==> src/rtl/psq_pkg.sv <==
package psq_pkg;
  // widest gap value is 4 periods
  localparam int unsigned MAX_GAP = 4;
  localparam int unsigned GAP_W   = $clog2(MAX_GAP + 1);

  // gap code -> number of PWM ticks to wait
  function automatic logic [GAP_W-1:0] gap_ticks(input logic [1:0] code);
    case (code)
      2'b00:   gap_ticks = GAP_W'(0);
      2'b01:   gap_ticks = GAP_W'(1);
      2'b10:   gap_ticks = GAP_W'(2);
      default: gap_ticks = GAP_W'(MAX_GAP);
    endcase
  endfunction

  // keep code -> number of phases kept in low-power mode (00 maps to 2)
  function automatic logic [1:0] keep_count(input logic [1:0] code);
    keep_count = (code == 2'b00) ? 2'd2 : code;
  endfunction
endpackage

==> src/rtl/psq_req_ctrl.sv <==
module psq_req_ctrl #(
  parameter int unsigned VID_W = 7
) (
  input  logic             clk,
  input  logic             rst_n,
  input  logic [VID_W:0]   vid_data,
  input  logic             vid_valid,
  input  logic             all_on,
  input  logic             step_done,
  output logic             ps_goal,
  output logic             step_req,
  output logic             step_pend,
  output logic [VID_W-1:0] step_vid
);
  logic             ps_req_q;
  logic             pend_q;
  logic [VID_W-1:0] vid_q;
  logic             code_change;
  logic             step_ack;

  assign code_change = vid_valid && (vid_data[VID_W-1:0] != vid_q);
  assign step_ack    = step_req && step_done;

  always_ff @(posedge clk or negedge rst_n) begin
    if (!rst_n) begin
      ps_req_q <= 1'b0;
      pend_q   <= 1'b0;
      vid_q    <= '0;
    end else begin
      if (vid_valid) ps_req_q <= ~vid_data[VID_W];
      if (code_change) begin
        vid_q  <= vid_data[VID_W-1:0];
        pend_q <= 1'b1;
      end else if (step_ack) begin
        pend_q <= 1'b0;
      end
    end
  end

  assign ps_goal   = ps_req_q && !pend_q;
  assign step_req  = pend_q && all_on;
  assign step_pend = pend_q;
  assign step_vid  = vid_q;


  step_hold_chk: assert property (@(posedge clk) disable iff (!rst_n)
    (step_req && !step_done) |=> step_req);
endmodule

==> src/rtl/psq_gap_timer.sv <==
module psq_gap_timer (
  input  logic       clk,
  input  logic       rst_n,
  input  logic [1:0] cfg_gap,
  input  logic       pwm_tick,
  input  logic       step_evt,
  output logic       gap_ok,
  output logic       gap_zero
);
  import psq_pkg::*;

  logic [GAP_W-1:0] cnt_q;

  always_ff @(posedge clk or negedge rst_n) begin
    if (!rst_n)                        cnt_q <= '0;
    else if (step_evt)                 cnt_q <= gap_ticks(cfg_gap);
    else if (pwm_tick && cnt_q != '0)  cnt_q <= cnt_q - GAP_W'(1);
  end

  assign gap_ok   = (cnt_q == '0);
  assign gap_zero = (cfg_gap == 2'b00);


  gap_range_chk: assert property (@(posedge clk) disable iff (!rst_n)
    cnt_q <= GAP_W'(MAX_GAP));
endmodule

==> src/rtl/psq_phase_ctrl.sv <==
module psq_phase_ctrl #(
  parameter int unsigned NUM_PHASES = 4
) (
  input  logic                  clk,
  input  logic                  rst_n,
  input  logic [NUM_PHASES-1:0] goal_mask,
  input  logic [NUM_PHASES-1:0] pwm_rise,
  input  logic                  gap_zero,
  input  logic                  gap_ok,
  output logic [NUM_PHASES-1:0] phase_en,
  output logic                  step_evt,
  output logic                  all_on
);
  localparam logic [NUM_PHASES-1:0] ALL = '1;

  logic [NUM_PHASES-1:0] en_q, add_set, shed_set, sel, change;

  function automatic logic [NUM_PHASES-1:0] pick_low(input logic [NUM_PHASES-1:0] v);
    pick_low = '0;
    for (int i = NUM_PHASES - 1; i >= 0; i--)
      if (v[i]) begin
        pick_low    = '0;
        pick_low[i] = 1'b1;
      end
  endfunction

  function automatic logic [NUM_PHASES-1:0] pick_high(input logic [NUM_PHASES-1:0] v);
    pick_high = '0;
    for (int i = 0; i < NUM_PHASES; i++)
      if (v[i]) begin
        pick_high    = '0;
        pick_high[i] = 1'b1;
      end
  endfunction

  always_comb begin
    add_set  = goal_mask & ~en_q;
    shed_set = en_q & ~goal_mask;
    sel      = '0;
    if (gap_zero)        sel = add_set | shed_set;
    else if (gap_ok) begin
      if (add_set != '0)       sel = pick_low(add_set);
      else if (shed_set != '0) sel = pick_high(shed_set);
    end
    change = sel & pwm_rise;
  end

  always_ff @(posedge clk or negedge rst_n) begin
    if (!rst_n) en_q <= ALL;
    else        en_q <= en_q ^ change;
  end

  assign phase_en = en_q;
  assign step_evt = |change;
  assign all_on   = (en_q == ALL);

  generate
    for (genvar g = 0; g < NUM_PHASES; g++) begin : g_align

      pwm_align_chk: assert property (@(posedge clk) disable iff (!rst_n)
        !$stable(en_q[g]) |-> $past(pwm_rise[g]));
    end
  endgenerate


  single_step_chk: assert property (@(posedge clk) disable iff (!rst_n)
    !$past(gap_zero) |-> ($countones(en_q ^ $past(en_q)) <= 1));


  gap_wait_chk: assert property (@(posedge clk) disable iff (!rst_n)
    (step_evt && !gap_zero) |-> gap_ok);


  keep_low_chk: assert property (@(posedge clk) disable iff (!rst_n)
    en_q[0]);
endmodule

==> src/rtl/phase_shed_seq.sv <==
module phase_shed_seq #(
  parameter int unsigned NUM_PHASES = 4,
  parameter int unsigned VID_W      = 7
) (
  input  logic                  clk,
  input  logic                  rst_n,
  input  logic [VID_W:0]        vid_data,
  input  logic                  vid_valid,
  input  logic [NUM_PHASES-1:0] pwm_rise,
  input  logic                  pwm_tick,
  input  logic [1:0]            cfg_keep,
  input  logic [1:0]            cfg_gap,
  input  logic                  cfg_offset_off,
  input  logic                  step_done,
  output logic [NUM_PHASES-1:0] phase_en,
  output logic                  step_req,
  output logic [VID_W-1:0]      step_vid,
  output logic                  offset_en,
  output logic                  busy
);
  import psq_pkg::*;

  localparam logic [NUM_PHASES-1:0] ALL = '1;

  logic                  ps_goal, step_pend, all_on, step_evt, gap_ok, gap_zero;
  logic [NUM_PHASES-1:0] keep_mask, goal_mask;
  logic [1:0]            keep_n;

  always_comb begin
    keep_n = keep_count(cfg_keep);
    for (int i = 0; i < NUM_PHASES; i++)
      keep_mask[i] = (i < int'(keep_n));
    goal_mask = ps_goal ? keep_mask : ALL;
  end

  psq_req_ctrl #(.VID_W(VID_W)) req_i (
    .clk(clk), .rst_n(rst_n), .vid_data(vid_data), .vid_valid(vid_valid),
    .all_on(all_on), .step_done(step_done), .ps_goal(ps_goal),
    .step_req(step_req), .step_pend(step_pend), .step_vid(step_vid)
  );

  psq_gap_timer gap_i (
    .clk(clk), .rst_n(rst_n), .cfg_gap(cfg_gap), .pwm_tick(pwm_tick),
    .step_evt(step_evt), .gap_ok(gap_ok), .gap_zero(gap_zero)
  );

  psq_phase_ctrl #(.NUM_PHASES(NUM_PHASES)) ph_i (
    .clk(clk), .rst_n(rst_n), .goal_mask(goal_mask), .pwm_rise(pwm_rise),
    .gap_zero(gap_zero), .gap_ok(gap_ok), .phase_en(phase_en),
    .step_evt(step_evt), .all_on(all_on)
  );

  assign offset_en = !(cfg_offset_off && ps_goal);
  assign busy      = (phase_en != goal_mask) || step_pend;


  step_all_on_chk: assert property (@(posedge clk) disable iff (!rst_n)
    step_req |-> (phase_en == ALL));


  busy_idle_chk: assert property (@(posedge clk) disable iff (!rst_n)
    (!busy && !vid_valid) |=> $stable(phase_en));
endmodule

==> config.mk <==
export PLATFORM = sky130hd
export DESIGN_NAME = phase_shed_seq
export DESIGN_NICKNAME = d
export VERILOG_FILES = /design/src/rtl/psq_pkg.sv /design/src/rtl/psq_req_ctrl.sv /design/src/rtl/psq_gap_timer.sv /design/src/rtl/psq_phase_ctrl.sv /design/src/rtl/phase_shed_seq.sv
export SDC_FILE = /design/constraint.sdc
export NUM_CORES = 1
export LEC_CHECK = 0
export BUFFER_PORTS_ARGS = -buffer_cell sky130_fd_sc_hd__buf_2
export CAP_MARGIN = 20
export CORE_MARGIN = 4
export CORE_UTILIZATION = 31
export DETAILED_ROUTE_END_ITERATION = 12
export PLACE_DENSITY = 0.64
export SETUP_SLACK_MARGIN = 0.5
export SLEW_MARGIN = 25
export SYNTH_ARGS = -nofsm -noshare
export SYNTH_HDL_FRONTEND = slang
export SYNTH_SLANG_ARGS = --single-unit
==> constraint.sdc <==
create_clock -name clk -period 6.6 [get_ports clk]
set_clock_uncertainty 0.2 [all_clocks]
set_input_delay 0.66 -clock clk [delete_from_list [all_inputs] [get_ports clk]]
set_output_delay 0.66 -clock clk [all_outputs]
set_load 0.05 [all_outputs]
==> results of run 1 <==
-- synthesized netlist by cell type, drive strengths merged --
| cell | instances | area [µm²] |
|---|---|---|
| inv | 13 | 48.80 |
| dfrtp | 12 | 300.3 |
| ha | 11 | 137.6 |
| nand2 | 9 | 33.78 |
| xnor2 | 8 | 70.07 |
| mux2 | 7 | 78.83 |
| nor2 | 6 | 30.03 |
| a21oi | 4 | 20.02 |
| dfstp | 4 | 105.1 |
| mux2i | 4 | 40.04 |
| xor2 | 4 | 35.03 |
| a2111oi | 2 | 55.05 |
| conb | 2 | 7.510 |
| nand2b | 2 | 12.51 |
| nand3 | 2 | 10.01 |
| nand3b | 2 | 15.01 |
| nand4 | 2 | 12.51 |
| nor4 | 2 | 18.77 |
| or2b | 2 | 16.27 |
| a22o | 1 | 8.760 |
| a311oi | 1 | 15.01 |
| clkbuf | 1 | 3.750 |
| nor2b | 1 | 6.260 |
| nor3 | 1 | 5.000 |
| o211ai | 1 | 7.510 |
| o21ai | 1 | 8.760 |
| o32ai | 1 | 16.27 |
| o41ai | 1 | 16.27 |
| or3 | 1 | 6.260 |
| or4 | 1 | 11.26 |
-- logic make-up after synthesis --
logic type / after synthesis / synth area share [%]
other: 2 / 0.6517
muxes: 11 / 10.32
AOI/OAI and AO/OA: 12 / 12.81
xor gates and xnor gates: 12 / 9.120
DFF: 16 / 35.18
adders and majority gates: 11 / 11.94
buffers and inverters: 14 / 4.560
and+or+nand+nor: 31 / 15.42
-- path summary, 6_finish.rpt --
kind,slack [ps],cells after the start,end,startpoint
worst max-delay path,3750,8,busy,req_i.step_pend
max in group asynchronous,5780,1,ph_i.phase_en[0],rst_n
worst min register to register,330,2,req_i.ps_req_q,req_i.ps_req_q
worst min-delay path,120,1,req_i.step_vid[3],rst_n
min in group clk,330,2,req_i.ps_req_q,req_i.ps_req_q
worst max register to register,4050,10,gap_i.cnt_q[2],req_i.step_pend
-- stage by stage --
stage	utilization, %	hold WS (ps)
floorplan	-	164.4
global placement	39.83	312.5
detailed placement	39.83	324.6
CTS	41.41	123.5
global route	41.41	136.6
finish	41.41	115.1
-- power by group --
| part | internal [mW] | switching, mW |
|---|---|---|
| clock network | 0.0528 | 0.0329 |
| registers | 0.136 | 0.0273 |
| logic | 0.108 | 0.186 |
-- flip-flops by register name, summed over array words and instances (netlist names) --
signal / count
req_i.step_pend: 1
gap_i.cnt_q: 3
ph_i.phase_en: 4
req_i.ps_req_q: 1
req_i.step_vid: 7
-- cell type report --
type	count	area (µm²)
clock buffer	4	55.05
multi-input combinational	79	694.4
inverter	13	48.80
sequential	16	405.4
fill	356	2032
tap	46	57.56
timing repair buffer	35	175.2
-- routing by layer --
| metal | GRT usage [%] | vias to the layer above |
|---|---|---|
| met5 | 0 | - |
| met4 | 3.650 | 0 |
| met3 | 1.783 | 0 |
| met2 | 19.76 | 30 |
| met1 | 13.96 | 429 |
| li1 | - | 444 |
-- critical path, cell delays in order, from the launching register on --
cell and delay, ps:
dfrtp_1 390, nand2b_1 150, inv_1 100, nand2_1 100, inv_1 50, ha_1 320
nand3_1 80, or3_1 330, buf_2 220
==> impl_metrics.csv, run 1 <==
group,metric,value,unit
detailed_routing,wl,2472,µm
layout,layout_common_cells,"buf_2 (35), inv_1 (13), dfrtp_1 (12), ha_1 (11), nand2_1 (9)",
floorplan,die_x,68.97,µm
clock_tree,clockBufferDepth,2,
clock_tree,cts_tree,"built",
sta,fmaxAchievable,350.6,MHz
pwr,power_density,378.0,mW/mm²
layout,drive_above_1_share,40.82,%
logic_synthesis,synth_seq_cells,16,
placement,hpwl,2099,µm
logic_synthesis,seq_area_frac_synth,35.18,%
global_routing,antenna_found_initial,0,
status,outcome,"finished clean",
detailed_routing,m1WireLength,1132,µm
sta,hold_viol_final,0,
sta,setup_viol,0,
worst_setup_path,crit_path_start_kind,"register",
clock_tree,cts_hold_buf,0,
layout,finalInstanceArea,0.001436,mm²
detailed_routing,viasPerCell,4.679,
sta,slew_violations,0,
detailed_routing,dr.max_layer_used,"met3",
detailed_routing,first_iter_violations,14,
placement,routabilityCongestion,0.8777,
detailed_routing,met3_length,148,µm
logic_synthesis,ys_warn_count,0,
worst_setup_path,path_class,"reg -> out",
placement,placed_cells,189,
sta,rsz0062_at_grt,"no",
detailed_routing,route.detailed.drc,0,
layout,nets,181,
sta,fin_setup_tns,0,ps
pwr,ir_worst_vdd,0.1473,mV
placement,placed_area,0.001381,mm²
placement,place_ws,3868,ps
clock_tree,ctsResizeCount,0,
placement,port-buffer-count,35,
layout,diodes,0,
sta,timing.final.crit_share,43.21,%
clock_tree,clk_latency,240,ps
logic_synthesis,syn_nets,142,
floorplan,ios,36,
clock_tree,cts_buffers,3,
pwr,p_total,543.0,µW
detailed_routing,antenna_left,0,
floorplan,rows,21,
worst_setup_path,end_kind,"output pin",
detailed_routing,vias,903,
layout,stdcell_count,193,
job,max_cap_violations,0,
global_routing,grt.overflow.total,0,
layout,final_common_cell,"buf_2",
clock_tree,cts.clk_slew.worst_paths,60,ps
logic_synthesis,synth_cell_types,33,
clock_tree,clock_sinks,16,
detailed_routing,wl_met2,1191,µm
pwr,leakagePower,0.6968,nW
global_routing,grt_max_degree,17,
logic_synthesis,synth.avg_cell_area,10.57,µm²
sta,setup_ws,3748,ps
clock_tree,cts_setup_buffers,0,
clock_tree,h-tree-depth,1,
sta,slew_headroom,66.21,%
logic_synthesis,syn_area,0.001152,mm²
global_routing,grt_first_pass_wirelength,3995,µm
floorplan,dieArea,0.004757,mm²
global_routing,grt_pass1_vias,903,
floorplan,core_area,0.003468,mm²
detailed_routing,drt-pass1-iter-count,4,
logic_synthesis,synthCells,109,
worst_setup_path,critPathArrivalTime,1990,ps
worst_setup_path,crit_required,5740,ps
detailed_routing,post_drt_wl_per_cell,12.81,µm
clock_tree,clock-root-buffer,"clkbuf_8",
min_path,hp-class,"in -> async",
worst_setup_path,cp_max_fo,5,
layout,syn_to_final_growth,24.65,%
sta,worst_slew_pin_slew,501.4,ps
floorplan,die_y,68.97,µm
floorplan,start_util,33.23,%
sta,fin_crit,2852,ps
global_routing,globalRouteTotalUtil,11.26,%
(Power assumes the default switching activity.)
==> inputs of run 2 (changes only) <==
==> constraint.sdc (replaced) <==
create_clock -name clk -period 2.7 [get_ports clk]
set_clock_uncertainty 0.2 [all_clocks]
set_input_delay 0.27 -clock clk [delete_from_list [all_inputs] [get_ports clk]]
set_output_delay 0.27 -clock clk [all_outputs]
set_load 0.05 [all_outputs]
==> run 2 against run 1 <==
Sequential share of layout area shrank 3.6 points; final cell count is 4.7% higher; power rose to 2.8 times the previous value; routed wire length increased by 11%; critical path type unchanged; hold slack worse by 30 ps; largest cell class unchanged; first-iteration DRC count grew 140%; combinational power grew to 3.2 times the previous value.
==> impl_metrics.csv, run 2 (synthesis results as in run 1) <==
group,metric,value,unit
detailed_routing,first_iter_violations,34,
sta,fmaxAchievable,437.2,MHz
global_routing,grt_max_degree,17,
clock_tree,clk_latency,240,ps
placement,hpwl,2110,µm
worst_setup_path,end_kind,"output pin",
detailed_routing,post_drt_wl_per_cell,13.64,µm
floorplan,ios,36,
worst_setup_path,r2r_start,"ph_i.phase_en[2]",
global_routing,grt_pass1_vias,1116,
clock_tree,cts.clk_slew.worst_paths,60,ps
layout,nets,191,
floorplan,core_area,0.003468,mm²
clock_tree,clockBufferDepth,2,
global_routing,grt_first_pass_wirelength,4843,µm
detailed_routing,route.detailed.drc,0,
sta,rsz0062_at_grt,"yes",
pwr,p_int,847.4,µW
floorplan,die_y,68.97,µm
detailed_routing,wl,2756,µm
floorplan,die_x,68.97,µm
detailed_routing,viasPerCell,4.688,
global_routing,grt.overflow.total,0,
sta,fin_setup_tns,0,ps
layout,multi_input_area,843.3,µm²
detailed_routing,vias,947,
worst_setup_path,crit_path_start_kind,"register",
layout,layout_common_cells,"buf_2 (34), dfrtp_1 (12), buf_4 (8)",
worst_setup_path,critPathArrivalTime,1820,ps
global_routing,antenna_found_initial,0,
pwr,pwr-share-clk,11.2,%
placement,port-buffer-count,35,
min_path,hp-start,"vid_data[5]",
clock_tree,cts_buffers,3,
detailed_routing,antenna_left,0,
layout,largest_reg_flops,7,
pwr,seq_power_share,27.6,%
sta,setup_viol,0,
pwr,netSwitchingPower,692.7,µW
clock_tree,clock_sinks,16,
worst_setup_path,cp_max_fo,5,
clock_tree,cts_tree,"built",
min_path,hp-class,"in -> reg",
pwr,switching_share,44.97,%
status,outcome,"finished clean",
sta,setup_ws,412.9,ps
sta,slew_violations,0,
worst_setup_path,crit_start,"req_i.ps_req_q",
pwr,power_density,920.0,mW/mm²
sta,hold_ws,84.84,ps
floorplan,rows,21,
sta,timing.final.crit_share,84.71,%
floorplan,start_util,33.23,%
layout,final_common_cell,"buf_2",
floorplan,dieArea,0.004757,mm²
sta,hold_viol_final,0,
layout,syn_to_final_growth,45.28,%
pwr,leakagePower,0.7604,nW
job,max_cap_violations,0,
sta,fin_crit,2287,ps
detailed_routing,drt-pass1-iter-count,4,
clock_tree,h-tree-depth,1,
layout,diodes,0,
layout,drive_above_1_share,57.05,%
placement,routabilityCongestion,0.8558,
worst_setup_path,crit_required,2230,ps
global_routing,globalRouteTotalUtil,13.59,%
pwr,ir_worst_vdd,0.3800,mV
worst_setup_path,path_class,"reg -> out",
clock_tree,clock-root-buffer,"clkbuf_8",
layout,fillers,340,
placement,place_ws,234.4,ps
layout,ff_latch_area,412.9,µm²
pwr,p_comb_share,61.2,%
==> run 2: area by class of cell <==
cell class,count,share of cell area (%)
Clock buffer,3,2.466
Tap cell,46,3.438
Multi-Input combinational cell,79,50.37
Sequential cell,16,24.66
Inverter,13,3.214
Timing Repair Buffer,45,15.84
==> run 2: metrics by stage <==
stage               total power, mW  std cells  instance area (µm²)  util (%)
floorplan                     1.039        109                 1217         -
finish                        1.540        202                 1674     48.27
global route                  1.666        202                 1674     48.27
CTS                           1.497        200                 1644     47.40
global placement              1.189        189                 1446     41.70
detailed placement            1.216        189                 1446     41.70
==> run 2: layer usage <==
metal,part of all wire [%],global-route usage [%],vias to the layer above
li1,-,-,466
met1,41,16.04,439
met2,51,24.05,38
met3,6.9,3.241,4
met4,1.0,4.380,0
met5,0,0,-
==> run 2: power groups by stage <==
| stage | clock network, mW | logic (mW) | registers, mW |
|---|---|---|---|
| 5_1_grt | 0.191 | 1.04 | 0.438 |
| 3_3_place_gp | 0 | 0.773 | 0.416 |
| 3_5_place_dp | 0 | 0.793 | 0.422 |
| 6_report | 0.172 | 0.943 | 0.425 |
| 4_1_cts | 0.178 | 0.896 | 0.423 |
| 2_1_floorplan | 0 | 0.484 | 0.555 |
==> run 2: path summary, 6_finish.rpt <==
check	slack (ps)	endpoint	cells past startpoint
setup / recovery	410	busy	8
hold / removal	80	req_i.step_vid[5]	2
setup reg to reg	500	gap_i.cnt_q[2]	7
hold reg to reg	350	req_i.step_vid[4]	1
max in group asynchronous	1700	ph_i.phase_en[1]	2
min in group asynchronous	290	req_i.step_vid[0]	2
==> run 2: worst max-delay path, stage by stage, from the launching register on <==
cell,delay (ps)
dfrtp_1,410
nand2b_4,100
inv_4,50
nand3b_1,120
inv_2,70
ha_4,270
nand3_2,60
or3_4,350
buf_8,160
==> run 2: timing repair <==
action | 4_1_cts | 5_1_grt
endpoints found under the hold margin | 13 | 0
pin swaps | 6 | 4
gates resized for setup | 17 | 4
hold buffers | 2 | 0
buffers inserted | 6 | 2
endpoints found under the setup margin | 6 | 7
